--- config.mk ---
export PLATFORM = sky130hd
export DESIGN_NAME = intc_top
export DESIGN_NICKNAME = d
export VERILOG_FILES = /design/src/rtl/intc_pkg.sv /design/src/rtl/intc_src_slice.sv /design/src/rtl/intc_arbiter.sv /design/src/rtl/intc_stack.sv /design/src/rtl/intc_top.sv
export SDC_FILE = /design/constraint.sdc
export NUM_CORES = 2
export LEC_CHECK = 0
export BUFFER_PORTS_ARGS = -buffer_cell sky130_fd_sc_hd__buf_2
export CAP_MARGIN = 40
export CORE_MARGIN = 10
export CORE_UTILIZATION = 54
export CTS_CLUSTER_DIAMETER = 80
export DETAILED_ROUTE_END_ITERATION = 8
export MAX_ROUTING_LAYER = met4
export PLACE_DENSITY = 0.73
export SYNTH_ARGS = -nofsm -noshare
export SYNTH_HDL_FRONTEND = slang
export SYNTH_SLANG_ARGS = --single-unit
--- constraint.sdc ---
create_clock -name clk -period 103 [get_ports clk]
set_clock_uncertainty 0.2 [all_clocks]
set_input_delay 10.3 -clock clk [delete_from_list [all_inputs] [get_ports clk]]
set_output_delay 10.3 -clock clk [all_outputs]
set_load 0.1 [all_outputs]
--- src/rtl/intc_pkg.sv ---
package intc_pkg;
  typedef enum logic [1:0] {
    TRG_HIGH = 2'd0,
    TRG_RISE = 2'd1,
    TRG_LOW  = 2'd2,
    TRG_FALL = 2'd3
  } trg_e;

  localparam int TRG_LSB = 4;

  localparam logic [2:0] CTL_VEC  = 3'd0;
  localparam logic [2:0] CTL_ENA  = 3'd1;
  localparam logic [2:0] CTL_DIS  = 3'd2;
  localparam logic [2:0] CTL_MASK = 3'd3;
  localparam logic [2:0] CTL_CLR  = 3'd4;
  localparam logic [2:0] CTL_SPUR = 3'd5;
  localparam logic [2:0] CTL_EOI  = 3'd6;

  function automatic logic trg_is_edge(input logic [1:0] t);
    return t[0];
  endfunction

  function automatic logic trg_inverts(input logic [1:0] t);
    return t[1];
  endfunction
endpackage

--- src/rtl/intc_src_slice.sv ---
module intc_src_slice
  import intc_pkg::*;
(
  input  logic       clk,
  input  logic       rst_n,
  input  logic       src,
  input  logic [1:0] trg,
  input  logic       clr,
  output logic       pend
);
  logic s1_q, s2_q, prev_q, ep_q;
  logic eff_now, eff_old, edge_hit;

  assign eff_now  = s2_q ^ trg_inverts(trg);
  assign eff_old  = prev_q ^ trg_inverts(trg);
  assign edge_hit = trg_is_edge(trg) & eff_now & ~eff_old;
  assign pend     = trg_is_edge(trg) ? ep_q : eff_now;

  always_ff @(posedge clk or negedge rst_n) begin
    if (!rst_n) begin
      s1_q   <= 1'b0;
      s2_q   <= 1'b0;
      prev_q <= 1'b0;
      ep_q   <= 1'b0;
    end else begin
      s1_q   <= src;
      s2_q   <= s1_q;
      prev_q <= s2_q;
      if (edge_hit)  ep_q <= 1'b1;
      else if (clr)  ep_q <= 1'b0;
    end
  end
endmodule

--- src/rtl/intc_arbiter.sv ---
module intc_arbiter #(
  parameter int NSRC = 32,
  parameter int PW   = 3,
  localparam int IDW = $clog2(NSRC)
) (
  input  logic [NSRC-1:0]    req,
  input  logic [NSRC*PW-1:0] prio_flat,
  output logic               win_valid,
  output logic [IDW-1:0]     win_id,
  output logic [PW-1:0]      win_prio
);
  always_comb begin
    win_valid = 1'b0;
    win_id    = '0;
    win_prio  = '0;
    for (int i = 0; i < NSRC; i++) begin
      if (req[i] && (!win_valid || prio_flat[i*PW +: PW] > win_prio)) begin
        win_valid = 1'b1;
        win_id    = IDW'(i);
        win_prio  = prio_flat[i*PW +: PW];
      end
    end
  end
endmodule

--- src/rtl/intc_stack.sv ---
module intc_stack #(
  parameter int DEPTH = 8,
  parameter int PW    = 3,
  localparam int SPW  = $clog2(DEPTH + 1),
  localparam int IW   = $clog2(DEPTH)
) (
  input  logic           clk,
  input  logic           rst_n,
  input  logic           push,
  input  logic           pop,
  input  logic [PW-1:0]  push_prio,
  output logic           empty,
  output logic           full,
  output logic [PW-1:0]  top_prio,
  output logic [SPW-1:0] level
);
  logic [PW-1:0] ent_q [DEPTH];

  assign empty    = (level == '0);
  assign full     = (level == SPW'(DEPTH));
  assign top_prio = empty ? '0 : ent_q[level[IW-1:0] - IW'(1)];

  always_ff @(posedge clk or negedge rst_n) begin
    if (!rst_n) begin
      level <= '0;
      for (int i = 0; i < DEPTH; i++) ent_q[i] <= '0;
    end else if (push && !full) begin
      ent_q[level[IW-1:0]] <= push_prio;
      level <= level + SPW'(1);
    end else if (pop && !empty) begin
      level <= level - SPW'(1);
    end
  end
endmodule

--- src/rtl/intc_top.sv ---
module intc_top
  import intc_pkg::*;
#(
  parameter int NSRC = 32,
  parameter int PW   = 3,
  parameter int DEPTH = 8,
  parameter int DW   = 32,
  parameter int AW   = 7,
  parameter logic [NSRC-1:0] EXT_SRC = NSRC'(7)
) (
  input  logic            clk,
  input  logic            rst_n,
  input  logic [NSRC-1:0] src_i,
  input  logic            bus_rd,
  input  logic            bus_wr,
  input  logic [AW-1:0]   bus_addr,
  input  logic [DW-1:0]   bus_wdata,
  output logic [DW-1:0]   bus_rdata,
  output logic            irq_o
);
  localparam int IDW = $clog2(NSRC);
  localparam int SPW = $clog2(DEPTH + 1);
  localparam logic [NSRC-1:0] EXT_EFF = EXT_SRC | NSRC'(1);

  logic [PW-1:0]      prio_q [NSRC];
  logic [1:0]         trg_q  [NSRC];
  logic [DW-1:0]      vec_q  [NSRC];
  logic [DW-1:0]      spur_q;
  logic [NSRC-1:0]    en_q;

  logic [NSRC-1:0]    pend, req, clr_vec;
  logic [NSRC*PW-1:0] prio_flat;
  logic               cand_v;
  logic [IDW-1:0]     cand_id;
  logic [PW-1:0]      cand_p, top_p;
  logic               stk_empty, stk_full;
  logic [SPW-1:0]     stk_level;

  logic [1:0]     region;
  logic [IDW-1:0] idx;
  logic [2:0]     sel;
  logic mode_wr, vec_wr, ctl_wr, ctl_rd;
  logic ena_wr, dis_wr, clr_wr, spur_wr, eoi, vec_rd, ack;

  assign region  = bus_addr[AW-1 -: 2];
  assign idx     = bus_addr[IDW-1:0];
  assign sel     = bus_addr[2:0];
  assign mode_wr = bus_wr && region == 2'd0;
  assign vec_wr  = bus_wr && region == 2'd1;
  assign ctl_wr  = bus_wr && region == 2'd2;
  assign ctl_rd  = bus_rd && region == 2'd2;
  assign ena_wr  = ctl_wr && sel == CTL_ENA;
  assign dis_wr  = ctl_wr && sel == CTL_DIS;
  assign clr_wr  = ctl_wr && sel == CTL_CLR;
  assign spur_wr = ctl_wr && sel == CTL_SPUR;
  assign eoi     = ctl_wr && sel == CTL_EOI;
  assign vec_rd  = ctl_rd && sel == CTL_VEC;

  assign req   = pend & en_q;
  assign irq_o = cand_v && (stk_empty || cand_p > top_p);
  assign ack   = vec_rd && irq_o && !stk_full;

  assign clr_vec = (clr_wr ? bus_wdata[NSRC-1:0] : '0)
                 | (ack ? (NSRC'(1) << cand_id) : '0);

  for (genvar g = 0; g < NSRC; g++) begin : g_src
    intc_src_slice u_slice (
      .clk  (clk),
      .rst_n(rst_n),
      .src  (src_i[g]),
      .trg  (trg_q[g]),
      .clr  (clr_vec[g]),
      .pend (pend[g])
    );
    assign prio_flat[g*PW +: PW] = prio_q[g];
  end

  intc_arbiter #(.NSRC(NSRC), .PW(PW)) u_arb (
    .req      (req),
    .prio_flat(prio_flat),
    .win_valid(cand_v),
    .win_id   (cand_id),
    .win_prio (cand_p)
  );

  intc_stack #(.DEPTH(DEPTH), .PW(PW)) u_stk (
    .clk      (clk),
    .rst_n    (rst_n),
    .push     (ack),
    .pop      (eoi),
    .push_prio(cand_p),
    .empty    (stk_empty),
    .full     (stk_full),
    .top_prio (top_p),
    .level    (stk_level)
  );

  always_ff @(posedge clk or negedge rst_n) begin
    if (!rst_n) begin
      en_q   <= '0;
      spur_q <= '0;
      for (int i = 0; i < NSRC; i++) begin
        prio_q[i] <= '0;
        trg_q[i]  <= TRG_HIGH;
        vec_q[i]  <= '0;
      end
    end else begin
      if (ena_wr)  en_q   <= en_q | bus_wdata[NSRC-1:0];
      if (dis_wr)  en_q   <= en_q & ~bus_wdata[NSRC-1:0];
      if (spur_wr) spur_q <= bus_wdata;
      if (vec_wr)  vec_q[idx] <= bus_wdata;
      if (mode_wr) begin
        prio_q[idx] <= bus_wdata[PW-1:0];
        if (EXT_EFF[idx] || !bus_wdata[TRG_LSB+1])
          trg_q[idx] <= bus_wdata[TRG_LSB +: 2];
      end
    end
  end

  always_comb begin
    bus_rdata = '0;
    if (bus_rd) begin
      case (region)
        2'd0: begin
          bus_rdata[PW-1:0]        = prio_q[idx];
          bus_rdata[TRG_LSB +: 2]  = trg_q[idx];
        end
        2'd1: bus_rdata = vec_q[idx];
        2'd2: begin
          case (sel)
            CTL_VEC:  bus_rdata = ack ? vec_q[cand_id] : spur_q;
            CTL_MASK: bus_rdata = DW'(en_q);
            CTL_SPUR: bus_rdata = spur_q;
            default:  bus_rdata = '0;
          endcase
        end
        default: bus_rdata = '0;
      endcase
    end
  end
endmodule

==> results.sh <==
export IMPL_status="completed"
export IMPL_synth_edff_count=0
export IMPL_setup_viol=0
export IMPL_cts_resized=0
export IMPL_worstSetupPathType="register to output pin"
export IMPL_max_cap_violations=0
export IMPL_clock_sinks=1404
export IMPL_leakagePower_nw=37.5
export IMPL_cts_made_buffers=152
export IMPL_arrival_ns=57.02
export IMPL_gp_congestion=1.01
export IMPL_synthTopCellsByArea="dfrtp_1 46%, mux2_2 17%, mux4_2 8.9%, o22ai_1 2.5%, nand2_1 2.0%"
export IMPL_postRouteAntennaNets=0
export IMPL_drc=0
export IMPL_hold_buffers=0
export IMPL_dp_hpwl_um=174000
export IMPL_hold_class="register to register"
export IMPL_synthTopCellsByCount="1404 x dfrtp_1, 1166 x mux2_2, 399 x nand2_1, 359 x clkbuf_1, 350 x nor2_1"
export IMPL_clk_pin_slew_worst_paths_ns=0.06
export IMPL_cts_setup_buffers=0
export IMPL_ys_seq_area_share_pct=46.1
export IMPL_cts_tree="built"
export IMPL_final_max_slew_viol_count=0
export IMPL_vdd_drop_max_uv=103
export IMPL_hold_slack_ns=0.136
export IMPL_grt_pass1_wl_um=420000
export IMPL_grt_use_total_pct=37.0
export IMPL_wirelength_um=290000
export IMPL_postLayoutCellArea_um2=84300
export IMPL_post_synth_top_count_cell="dfrtp_1"
export IMPL_die_w_um=396
export IMPL_timing_final_crit_share_pct=65.6
export IMPL_tns_ns=0
export IMPL_startpoint_type="register"
export IMPL_crit_top_cell="a21oi_1"
export IMPL_gr_total_overflow=0
export IMPL_vias=62300
export IMPL_grt_max_degree=183
export IMPL_drive_gt1_share_pct=33.0
export IMPL_dieHeight_um=396
export IMPL_syn2layout_area_growth_pct=10.6
export IMPL_initial_utilization_pct=54.5
export IMPL_grt_pass1_vias=60700
export IMPL_num_nets_final=6540
export IMPL_power_density_nw_per_um2=35.1
export IMPL_async_flop_share_pct=100
export IMPL_ys_flop_type="dfrtp_1"
export IMPL_yosys_area_top_type_share_pct=46.1
export IMPL_portBuffers=107
export IMPL_slowest_stage="buf_4"
export IMPL_core_um2=140000
export IMPL_netlist_area_um2=76200
export IMPL_cts_buffer_depth=3
export IMPL_yosys_register_bits=1404
export IMPL_clk_latency_ns=0.81
export IMPL_tightest_slew_ns=1.10
export IMPL_avgSynthCellArea_um2=11.7
export IMPL_min_period_ns=67.52
export IMPL_path_max_fanout=37
export IMPL_cp_required_ns=92.50
export IMPL_drtIter0Drc=9947
export IMPL_crit_path_end_kind="output pin"
export IMPL_cp_slowest_stage_delay_ns=0.71
export IMPL_routedWlPerCell_um=34.5
export IMPL_synthCells=6502
export IMPL_synth_largest_area_cell="dfrtp_1"
export IMPL_relSlewSlack_pct=26.4
export IMPL_row_count=137
export IMPL_dr_pass1_iters=7
export IMPL_ys_types=108
export IMPL_htree_levels=4
export IMPL_ios=108
export IMPL_die_area_um2=157000
export IMPL_antenna_found_initial=21
export IMPL_vias_per_cell=7.42
export IMPL_clock_root_buffer="clkbuf_16"
export IMPL_syn_num_nets=6656
export IMPL_ys_warn_count=0
export IMPL_placed_area_um2=79200
export IMPL_finalHoldViolCount=0
export IMPL_max_freq_mhz=14.8
export IMPL_grt_setup_unrepaired="no"
flip-flops by register name, summed over array words and instances (netlist names), named ones only:
| signal | count |
|---|---|
| trg_q | 64 |
| prio_flat | 96 |
| vec_q | 1024 |
| g_src.u_slice.s2_q | 32 |
| spur_q | 32 |
| g_src.u_slice.s1_q | 32 |
| g_src.u_slice.prev_q | 32 |
| u_stk.level | 4 |
| u_stk.ent_q | 24 |
| g_src.u_slice.ep_q | 32 |
metrics by stage:
step                setup slack [ns]  cells  power, mW  util, %
finish                         35.48   8399       2.96     60.3
global placement               38.92   8061       2.29     56.0
global route                   31.01   8394       3.05     60.3
CTS                            36.93   8371       2.87     60.2
floorplan                      41.93   6502       1.77        -
detailed placement             37.92   8104       2.31     56.6
final cells by class:
| cell class | instances | area (um^2) |
|---|---|---|
| antenna | 24 | 60.1 |
| clock buffer | 223 | 4590 |
| clock inverter | 44 | 449 |
| fill | 11000 | 55600 |
| inverter | 113 | 429 |
| multi-input combinational | 4423 | 38700 |
| sequential | 1404 | 35100 |
| tap | 1876 | 2350 |
| timing repair buffer | 292 | 2580 |
critical path: cells and delay by family, from the launching register on:
family / cells / cell delay [ns]
buffers and inverters: 12 / 2.80
multiplexers: 8 / 2.69
AND/OR/NAND/NOR: 69 / 11.41
XOR/XNOR: 1 / 0.17
flip-flops: 1 / 0.41
adder cells (fa/ha/maj): 33 / 9.46
AO/OA/AOI/OAI: 143 / 29.20
power by group:
group          total [mW]  internal, mW  switching [mW]  leakage (nW)
Combinational        1.75         0.549            1.20          16.4
Clock               0.557         0.321           0.236          2.49
Sequential          0.655         0.603          0.0526          18.7
final timing paths:
kind	startpoint	to	cells after the start	slack (ns)
worst max-delay path	trg_q[63]	bus_rdata[11]	266	35.48
worst min-delay path	g_src[30].u_slice.s1_q	g_src[30].u_slice.s2_q	0	0.14
worst max register to register	trg_q[63]	g_src[1].u_slice.ep_q	264	47.30
worst min register to register	g_src[30].u_slice.s1_q	g_src[30].u_slice.s2_q	0	0.14
max in group asynchronous	rst_n	vec_q[144]	6	90.42
min in group asynchronous	rst_n	prio_flat[26]	1	9.27
kinds of logic (layout without fill, tap and decap cells):
group | after synthesis | count (layout) | share of synthesized area [%]
flops | 1404 | 1404 | 46.1
other cells | 0 | 24 | 0
simple gates | 1247 | 1247 | 7.49
compound gates | 1499 | 1499 | 13.7
mux | 1563 | 1563 | 27.4
fa+ha+maj | 80 | 80 | 1.32
xor+xnor | 34 | 34 | 0.391
buf+inv | 675 | 672 | 3.59
layer usage:
metal / wire (um) / up-vias / track usage, %
met3: 42000 / 1352 / 14.1
met2: 121000 / 4960 / 50.8
met1: 105000 / 31400 / 45.9
li1: - / 24600 / -
met4: 21800 / 0 / 22.7
met5: 0 / - / -
cell usage in the layout, fill, tap and decap left out, types with 25 or more instances in the layout:
cell and instances:
nand3_1 44, o221ai_1 153, nor2_1 325, clkbuf_8 43
dfrtp_1 1404, buf_2 109, a32o_1 32, a21oi_1 208
o21ai_0 242, a21o_1 26, a221oi_1 31, nor4_1 36
inv_1 111, o22ai_1 307, clkbuf_16 156, or3_1 44
a211oi_1 25, ha_1 78, mux2_2 1166, and2_1 31
o31ai_1 41, nand2_1 389, nor3_1 193, a22oi_1 69
buf_4 138, nand2b_1 38, xor2_1 27, o211ai_1 70
mux4_2 302, o21ai_1 25, mux2i_1 95
Power figures use the tool's default switching activity.
